## src/rtl/dmareg_pkg.sv

```systemverilog
package dmareg_pkg;

  // Control-write command bit positions
  localparam int CMD_RESET  = 0;
  localparam int CMD_DIR    = 1;
  localparam int CMD_ENABLE = 2;
  localparam int CMD_UPDATE = 3;
  localparam int CMD_CLEAR  = 4;

  // Offsets of the registers relative to a channel base
  localparam logic [31:0] OFS_CTL   = 32'h0000;
  localparam logic [31:0] OFS_NEXT  = 32'h4000;
  localparam logic [31:0] OFS_LIMIT = 32'h4004;
  localparam logic [31:0] OFS_START = 32'h4008;
  localparam logic [31:0] OFS_STOP  = 32'h400C;
  localparam logic [31:0] OFS_INIT  = 32'h4200;

  localparam int NUM_PTR = 5;

  // Pointer selects follow the control select in this order
  typedef enum logic [2:0] {
    SEL_CTL   = 3'd0,
    SEL_NEXT  = 3'd1,
    SEL_LIMIT = 3'd2,
    SEL_START = 3'd3,
    SEL_STOP  = 3'd4,
    SEL_INIT  = 3'd5,
    SEL_NONE  = 3'd7
  } reg_sel_e;

  // Read-side layout of the control word (bit 0 = enable ... bit 3 = dir)
  typedef struct packed {
    logic dir;
    logic complete;
    logic update;
    logic enable;
  } flags_t;

  function automatic reg_sel_e map_offset(input logic [31:0] ofs,
                                          input logic has_range,
                                          input logic ok);
    reg_sel_e s;
    s = SEL_NONE;
    if (ok) begin
      case (ofs)
        OFS_CTL:   s = SEL_CTL;
        OFS_NEXT:  s = SEL_NEXT;
        OFS_LIMIT: s = SEL_LIMIT;
        OFS_START: s = has_range ? SEL_START : SEL_NONE;
        OFS_STOP:  s = has_range ? SEL_STOP : SEL_NONE;
        OFS_INIT:  s = SEL_INIT;
        default:   s = SEL_NONE;
      endcase
    end
    return s;
  endfunction

endpackage

```

## src/rtl/dmareg_decode.sv

```systemverilog
module dmareg_decode
  import dmareg_pkg::*;
#(
  parameter int               AW       = 16,
  parameter int               NCH      = 2,
  parameter int               ACC_B    = 4,
  parameter logic [NCH*AW-1:0] BASES   = '0,
  parameter logic [NCH-1:0]   RANGE_EN = '0
) (
  input  logic [AW-1:0] addr_i,
  input  logic [2:0]    size_i,
  output logic          acc_ok_o,
  output reg_sel_e      sel_o [NCH]
);

  localparam int ALIGN_W = $clog2(ACC_B);

  assign acc_ok_o = (size_i == 3'(ACC_B)) && (addr_i[ALIGN_W-1:0] == '0);

  for (genvar i = 0; i < NCH; i++) begin : g_ch
    logic [AW-1:0] ofs;
    assign ofs      = addr_i - BASES[i*AW +: AW];
    assign sel_o[i] = map_offset(32'(ofs), RANGE_EN[i], acc_ok_o);
  end

endmodule

```

## src/rtl/dmareg_ptr.sv

```systemverilog
module dmareg_ptr #(
  parameter int DW = 32
) (
  input  logic          clk,
  input  logic          rst_n,
  input  logic          we_i,
  input  logic [DW-1:0] d_i,
  output logic [DW-1:0] q_o
);

  logic [DW-1:0] q_d;

  always_comb begin
    q_d = q_o;
    if (we_i) q_d = d_i;
  end

  always_ff @(posedge clk or negedge rst_n) begin
    if (!rst_n) q_o <= '0;
    else        q_o <= q_d;
  end

  p_ptr_hold_r7: assert property (@(posedge clk) disable iff (!rst_n)
    !we_i |=> $stable(q_o));
  p_ptr_load_r7: assert property (@(posedge clk) disable iff (!rst_n)
    we_i |=> (q_o == $past(d_i)));

endmodule

```

## src/rtl/dmareg_chan.sv

```systemverilog
module dmareg_chan
  import dmareg_pkg::*;
#(
  parameter int DW        = 32,
  parameter bit HAS_RANGE = 1'b1
) (
  input  logic          clk,
  input  logic          rst_n,
  input  logic          wr_i,
  input  reg_sel_e      sel_i,
  input  logic [DW-1:0] wdata_i,
  input  logic          done_i,
  output logic [DW-1:0] rdata_o
);

  flags_t        flags_q, flags_d;
  logic          ctl_we;
  logic          rst_cmd;
  logic [DW-1:0] ptr_q [NUM_PTR];

  assign ctl_we  = wr_i && (sel_i == SEL_CTL);
  assign rst_cmd = ctl_we && wdata_i[CMD_RESET];

  // Command decode: reset first, then the set/clear commands, then done
  always_comb begin
    flags_d = flags_q;
    if (ctl_we) begin
      if (wdata_i[CMD_RESET]) begin
        flags_d = '0;
      end else begin
        if (wdata_i[CMD_DIR])    flags_d.dir      = 1'b1;
        if (wdata_i[CMD_ENABLE]) flags_d.enable   = 1'b1;
        if (wdata_i[CMD_UPDATE]) flags_d.update   = 1'b1;
        if (wdata_i[CMD_CLEAR])  flags_d.complete = 1'b0;
      end
    end
    if (done_i && flags_q.enable && !rst_cmd) flags_d.complete = 1'b1;
  end

  always_ff @(posedge clk or negedge rst_n) begin
    if (!rst_n) flags_q <= '0;
    else        flags_q <= flags_d;
  end

  for (genvar k = 0; k < NUM_PTR; k++) begin : g_ptr
    localparam reg_sel_e MY_SEL = reg_sel_e'(k + 1);
    if (!HAS_RANGE && (MY_SEL == SEL_START || MY_SEL == SEL_STOP)) begin : g_absent
      assign ptr_q[k] = '0;
    end else begin : g_reg
      logic we;
      assign we = wr_i && (sel_i == MY_SEL);
      dmareg_ptr #(.DW(DW)) u_ptr (
        .clk  (clk),
        .rst_n(rst_n),
        .we_i (we),
        .d_i  (wdata_i),
        .q_o  (ptr_q[k])
      );
    end
  end

  always_comb begin
    case (sel_i)
      SEL_CTL:   rdata_o = {{(DW-4){1'b0}}, flags_q};
      SEL_NEXT:  rdata_o = ptr_q[0];
      SEL_LIMIT: rdata_o = ptr_q[1];
      SEL_START: rdata_o = ptr_q[2];
      SEL_STOP:  rdata_o = ptr_q[3];
      SEL_INIT:  rdata_o = ptr_q[4];
      default:   rdata_o = '0;
    endcase
  end

  p_dir_sticky_r2: assert property (@(posedge clk) disable iff (!rst_n)
    $fell(flags_q.dir) |-> $past(rst_cmd));
  p_set_flags_r3: assert property (@(posedge clk) disable iff (!rst_n)
    (ctl_we && !wdata_i[CMD_RESET] && wdata_i[CMD_ENABLE] && wdata_i[CMD_UPDATE])
      |=> (flags_q.enable && flags_q.update));
  p_clear_only_complete_r4: assert property (@(posedge clk) disable iff (!rst_n)
    (ctl_we && (wdata_i[4:0] == 5'b10000))
      |=> (flags_q.enable == $past(flags_q.enable)) &&
          (flags_q.update == $past(flags_q.update)) &&
          (flags_q.dir == $past(flags_q.dir)));
  p_reset_wins_r5: assert property (@(posedge clk) disable iff (!rst_n)
    rst_cmd |=> (flags_q == '0));
  p_done_needs_enable_r6: assert property (@(posedge clk) disable iff (!rst_n)
    $rose(flags_q.complete) |-> $past(done_i && flags_q.enable));

endmodule

```

## src/rtl/dmareg_block.sv

```systemverilog
module dmareg_block
  import dmareg_pkg::*;
#(
  parameter int          AW        = 16,
  parameter int          DW        = 32,
  parameter logic [AW-1:0] DISK_BASE = 16'h0010,
  parameter logic [AW-1:0] NET_BASE  = 16'h0040
) (
  input  logic          clk,
  input  logic          rst_n,
  input  logic          bus_req,
  input  logic          bus_we,
  input  logic [AW-1:0] bus_addr,
  input  logic [2:0]    bus_size,
  input  logic [DW-1:0] bus_wdata,
  input  logic          done_disk,
  input  logic          done_net,
  output logic          rd_valid,
  output logic [DW-1:0] rd_data
);

  localparam int               NCH      = 2;
  localparam logic [NCH*AW-1:0] BASES   = {NET_BASE, DISK_BASE};
  localparam logic [NCH-1:0]   RANGE_EN = 2'b01;

  // Reset: asserted asynchronously, released through two flops
  logic [1:0] rst_sync_q;
  logic       rst_i_n;

  always_ff @(posedge clk or negedge rst_n) begin
    if (!rst_n) rst_sync_q <= 2'b00;
    else        rst_sync_q <= {rst_sync_q[0], 1'b1};
  end
  assign rst_i_n = rst_sync_q[1];

  logic          acc_ok;
  reg_sel_e      ch_sel [NCH];
  logic [NCH-1:0] ch_done;
  logic [DW-1:0] ch_rdata [NCH];
  logic [DW-1:0] rd_mux;
  logic          rd_req;
  logic          rd_valid_d;
  logic [DW-1:0] rd_data_d;

  assign ch_done = {done_net, done_disk};
  assign rd_req  = bus_req && !bus_we;

  dmareg_decode #(
    .AW      (AW),
    .NCH     (NCH),
    .ACC_B   (4),
    .BASES   (BASES),
    .RANGE_EN(RANGE_EN)
  ) u_dec (
    .addr_i  (bus_addr),
    .size_i  (bus_size),
    .acc_ok_o(acc_ok),
    .sel_o   (ch_sel)
  );

  for (genvar i = 0; i < NCH; i++) begin : g_chan
    logic wr;
    assign wr = bus_req && bus_we && (ch_sel[i] != SEL_NONE);
    dmareg_chan #(
      .DW       (DW),
      .HAS_RANGE(RANGE_EN[i])
    ) u_chan (
      .clk    (clk),
      .rst_n  (rst_i_n),
      .wr_i   (wr),
      .sel_i  (ch_sel[i]),
      .wdata_i(bus_wdata),
      .done_i (ch_done[i]),
      .rdata_o(ch_rdata[i])
    );
  end

  // Unselected channels return zero, so an OR merges them
  always_comb begin
    rd_mux = '0;
    for (int i = 0; i < NCH; i++) rd_mux = rd_mux | ch_rdata[i];
  end

  always_comb begin
    rd_valid_d = rd_req;
    rd_data_d  = (rd_req && acc_ok) ? rd_mux : '0;
  end

  always_ff @(posedge clk or negedge rst_i_n) begin
    if (!rst_i_n) begin
      rd_valid <= 1'b0;
      rd_data  <= '0;
    end else begin
      rd_valid <= rd_valid_d;
      rd_data  <= rd_data_d;
    end
  end

  p_read_latency_r10: assert property (@(posedge clk) disable iff (!rst_i_n)
    rd_req |=> rd_valid);
  p_no_spurious_read_r10: assert property (@(posedge clk) disable iff (!rst_i_n)
    !rd_req |=> !rd_valid);
  p_bad_size_zero_r9: assert property (@(posedge clk) disable iff (!rst_i_n)
    (rd_req && (bus_size != 3'd4)) |=> (rd_data == '0));
  p_idle_data_zero_r1: assert property (@(posedge clk) disable iff (!rst_i_n)
    !rd_valid |-> (rd_data == '0));

endmodule

```

## config.mk

```make
export PLATFORM = sky130hd
export DESIGN_NAME = dmareg_block
export DESIGN_NICKNAME = d
export VERILOG_FILES = /design/src/rtl/dmareg_pkg.sv /design/src/rtl/dmareg_decode.sv /design/src/rtl/dmareg_ptr.sv /design/src/rtl/dmareg_chan.sv /design/src/rtl/dmareg_block.sv
export SDC_FILE = /design/constraint.sdc
export NUM_CORES = 1
export LEC_CHECK = 0
export ABC_AREA = 1
export BUFFER_PORTS_ARGS = -buffer_cell sky130_fd_sc_hd__buf_2
export CORE_MARGIN = 5
export CORE_UTILIZATION = 60
export CTS_CLUSTER_DIAMETER = 120
export DETAILED_ROUTE_END_ITERATION = 16
export PLACE_DENSITY = 0.78
export SKIP_CTS_REPAIR_TIMING = 1
export SLEW_MARGIN = 20
export SYNTH_ARGS = -nofsm -noshare
export SYNTH_HDL_FRONTEND = slang
export SYNTH_HIERARCHICAL = 1
export SYNTH_SLANG_ARGS = --single-unit
```

## constraint.sdc

```tcl
create_clock -name clk -period 13.1 [get_ports clk]
set_clock_uncertainty 0.1 [all_clocks]
set_input_delay 3.93 -clock clk [delete_from_list [all_inputs] [get_ports clk]]
set_output_delay 3.93 -clock clk [all_outputs]
set_load 0.01 [all_outputs]
```

# Yosys cells after proc, flatten, opt, wreduce, memory -nomap -nowiden

Index checks and enable logic that the tools add are counted.
W data, S select, Z words.

Add/sub/neg operators: 2
Equality and inequality tests: 19
Multiplexer cells: 16
Bitwise gates (word level): 1
Reduce and logical (&&, ||, !) cells: 45

Operator list:

| kind                    | count |
|---|---|
| $pmux W32 S6            | 1 |
| $eq A16 B15 Y1 const B  | 8 |
| $pmux W32 S4            | 1 |
| $logic_not A16 Y1       | 2 |
| $mux W32                | 1 |
| $or A32 B32 Y32         | 1 |
| $logic_and A1 B1 Y1     | 22 |
| $pmux W3 S6             | 1 |
| $reduce_and A2 Y1       | 8 |
| $sub A16 B5 Y16 const B | 1 |
| $sub A16 B7 Y16 const B | 1 |
| $eq A3 B3 Y1 const B    | 4 |
| $mux W3                 | 4 |
| $pmux W3 S4             | 1 |
| $reduce_bool A2 Y1      | 5 |
| $eq A3 B2 Y1 const B    | 3 |
| $eq A3 B1 Y1 const B    | 2 |
| $logic_not A3 Y1        | 2 |
| $mux W1                 | 6 |
| $ne A3 B3 Y1 const B    | 2 |
| $reduce_bool A3 Y1      | 2 |
| $mux W4                 | 1 |
| $logic_not A1 Y1        | 3 |
| $logic_not A2 Y1        | 1 |

Flip-flop bits (word level): 299
Input port bits: 57
Output and inout bits: 33

# Depth between registers and ports, before layout

Depth in word-level cells: 12
Mapped depth: 22
Gate-level depth less buffers: 20

# Cells and area by module

The synthesis kept the hierarchy.

By module, submodules not included:

| module                          | times used | cells an instance | area an instance (um^2) |
|---|---|---|---|
| dmareg_ptr                      | 8          | 136               | 1292.5 |
| dmareg_chan at g_chan[0].u_chan | 1          | 421               | 2008.2 |
| dmareg_block                    | 1          | 115               | 1290.0 |
| dmareg_chan at g_chan[1].u_chan | 1          | 186               | 988.4 |
| dmareg_decode                   | 1          | 126               | 650.6 |

# Worst setup path before layout

No wires, ideal clock.

Path kind: input to register
Start: in bus_addr[1]
End: reg g_chan[0].u_chan.g_ptr[3].g_reg.u_ptr.q_o[0]
Data arrival time: 6169 ps
Data required time: 12884 ps
Setup slack: 6715 ps
Cell stages on the path: 12
Buffers on the path: 4
Cells stage by stage: nor2_1 inv_1 nor4_2 nand3_1 buf_6 buf_6 nor4_1 buf_6 inv_8 buf_12 nand2_2 nand2_1

RTL lines:

| what                 | RTL line           | RTL |
|---|---|---|
| from (decl)          | dmareg_block.sv:13 | `input logic [AW-1:0] bus_addr,` |
| to (signal assigned) | dmareg_ptr.sv:20   | `else q_o <= q_d;` |
| to (decl)            | dmareg_ptr.sv:8    | `output logic [DW-1:0] q_o` |

==> out/results.ini <==
[setup_path]
worst_ep_arrival_time_ns=8.71
r2r_slack_ns=11.23
worst_setup_path_end_kind=flip-flop
required_ns=13.44
cp_max_fo=66
critical_path_class=in -> reg
start_kind=input pin

[timing]
finalCritPeriodShare_pct=63.9
finalWorstSetupSlack_ns=4.73
tightest_slew_ns=1.11
post-route-min-period_ns=8.37
fin_setup_tns_ns=0
slew_viol_final=0
setup_viol=0
max_slew_margin_pct=26.1
hold_violations=0
whs_ns=0.242
fmax_ghz=0.119
grt_setup_unrepaired=no

[drt]
vias=12600
drc_errors=0
drt_iter0_drc=1228
via_per_inst=5.42
drt_wl_total_um=38900
drtPass1Iterations=6
wl_per_cell_um=16.7
drt.antenna.violating_nets=0

[synth]
synth_top_area_share_pct=49.0
synth_top_cells_by_area=dfrtp_1 (49%), nand2_1 (21%), nand3_1 (4.1%)
synthTopCellsByCount=nand2_1 (859), dfrtp_1 (299), nor2_1 (157), nand3_1 (124), inv_1 (122)
ys_async_sr_fraction_pct=100
synth_top_area_cell=dfrtp_1
dominantRegCellSynth=dfrtp_1
yosysMostFrequentCell=nand2_1
synth_cells=1936
synth.yosys.seq_area_share_pct=49.0
yosysUniqueCellTypes=35
syn_area_per_cell_um2=7.89
ys_ff_latch=299
netlist_area_mm2=0.0153
syn_nets=1993
synth_edf_count=0
yosys_warnings=6

[cts]
cts_made_buffers=31
cts_max_level=1
clk_path_buf_depth=3
clock_sinks=299
path_clk_slew_ns=0.06
cts_tree=built
clk_latency_ns=0.56
root_buffer=clkbuf_16

[die]
floorplan.rows=58
dieArea_mm2=0.0288
coreArea_mm2=0.0251
start_util_pct=60.8
ios=90
die_height_um=170
die_x_um=170

[pwr]
power.leakage_nw=8.76
power_mw=1.91
vdd_drop_max_mv=0.102
p_per_area_mw_per_mm2=117

[min_path]
hp-class=reg -> async

[placement]
dpl_cell_area_mm2=0.0152
gpl.final_weighted_congestion=0.901
place_ws_ns=4.23
port_buffers=89
hpwl_um=23000

[global_routing]
grt_max_degree=189
antenna_found_initial=0
grt_pass1_wl_um=64600
groute.usage.overall_pct=27.4
grt_pass1_vias=12400
overflow=0

[final_layout]
diodes=0
final_cell_area_mm2=0.0163
syn_to_final_growth_pct=6.92
drive_above_1_share_pct=16.3
nets=2025

[run]
cap_violations=0

[status]
status=finished clean

[sequential cells by signal, summed over array words and instances (netlist names)]
name and cells:
rd_data 32, g_chan.u_chan/g_ptr.g_reg.u_ptr/q_o 256, rst_sync_q 2, rd_valid 1, g_chan.u_chan/flags_q 8
[metal layers]
metal	routed length (µm)	track usage (%)	vias to the layer above
met5	0	0	-
met4	766	7.39	0
met3	2600	3.56	62
met2	18900	45.8	468
met1	16600	38.2	6010
li1	-	-	6036
[area by class of cell]
type / instances / area (µm²)
fillers: 2155 / 8770
flip-flops and latches: 299 / 7490
multi-input cells: 1389 / 6170
clock buffers: 44 / 905
inverters: 143 / 597
repair buffers: 104 / 591
well taps: 330 / 413
clock inverters: 13 / 173
[worst max-delay path: stages]
cell	delay, ns
buf_2	0.10
nor2_1	0.17
inv_1	0.12
nor4_2	0.67
nand4_1	0.18
buf_4	0.40
inv_1	0.66
nand3_2	0.83
nor2_4	1.13
inv_8	0.28
nand2_1	0.15
nand2_1	0.06
[report_power, final]
part / internal [mW] / switching, mW / leakage, nW
sequential: 0.924 / 0.00305 / 4.14
clock: 0.558 / 0.367 / 0.538
combinational: 0.0116 / 0.0419 / 4.08
total: 1.49 / 0.412 / 8.76
[path summary, 6_finish.rpt]
| path | startpoint | end | cells after the start |
|---|---|---|---|
| min | rst_sync_q[1]$_DFF_PN0_ | rd_data[22]$_DFF_PN0_ | 0 |
| max reg2reg | rst_sync_q[1]$_DFF_PN0_ | g_chan[0].u_chan/g_ptr[1].g_reg.u_ptr/q_o[4]$_DFFE_PN0P_ | 2 |
| max | bus_addr[1] | g_chan[0].u_chan/g_ptr[2].g_reg.u_ptr/q_o[31]$_DFFE_PN0P_ | 12 |
| min reg2reg | rst_sync_q[1]$_DFF_PN0_ | rd_data[22]$_DFF_PN0_ | 0 |
| min in group clk | rst_sync_q[0]$_DFF_PN0_ | rst_sync_q[1]$_DFF_PN0_ | 0 |
| max in group asynchronous | rst_n | rst_sync_q[1]$_DFF_PN0_ | 1 |
[layout by cell type (no fill, tap or decap)]
| master | n |
|---|---|
| inv_8 | 8 |
| buf_12 | 1 |
| buf_4 | 13 |
| dfrtp_1 | 298 |
| nand3_2 | 6 |
| bufinv_16 | 4 |
| inv_1 | 122 |
| o21ai_1 | 2 |
| nand3b_1 | 2 |
| nor2_2 | 36 |
| inv_6 | 2 |
| inv_2 | 10 |
| nand2_2 | 85 |
| nand2_1 | 859 |
| a21boi_0 | 1 |
| clkbuf_1 | 5 |
| nor2_4 | 8 |
| buf_2 | 89 |
| nor3b_2 | 1 |
| conb_1 | 1 |
| nand3_4 | 3 |
| nor4_2 | 3 |
| clkinv_2 | 7 |
| nand3_1 | 122 |
| nor4_4 | 2 |
| o21ai_0 | 4 |
| clkbuf_8 | 8 |
| nor2_1 | 154 |
| a21oi_1 | 6 |
| clkbuf_16 | 31 |
| buf_16 | 1 |
| dfrtp_4 | 1 |
| nor3_4 | 1 |
| nor3_2 | 4 |
| nand4_1 | 88 |
| clkinv_1 | 3 |
| o211ai_2 | 1 |
[kinds of logic (layout without fill, tap and decap cells)]
| logic type | after synthesis | in the layout | share of synthesized area, % |
|---|---|---|---|
| AO/OA/AOI/OAI | 14 | 14 | 0.524 |
| buffers and inverters | 248 | 304 | 11.1 |
| AND/OR/NAND/NOR | 1374 | 1374 | 39.4 |
| flip-flops | 299 | 299 | 49.0 |
| other | 1 | 1 | 0.0245 |
[stage by stage]
stage	util, %	cells
final	65.1	2322
after global routing	65.1	2322
after CTS	64.9	2321
after detailed placement	60.6	2264
after global placement	60.6	2264
after floorplan	-	1936
Note: power is estimated with default switching activity, not from simulation.
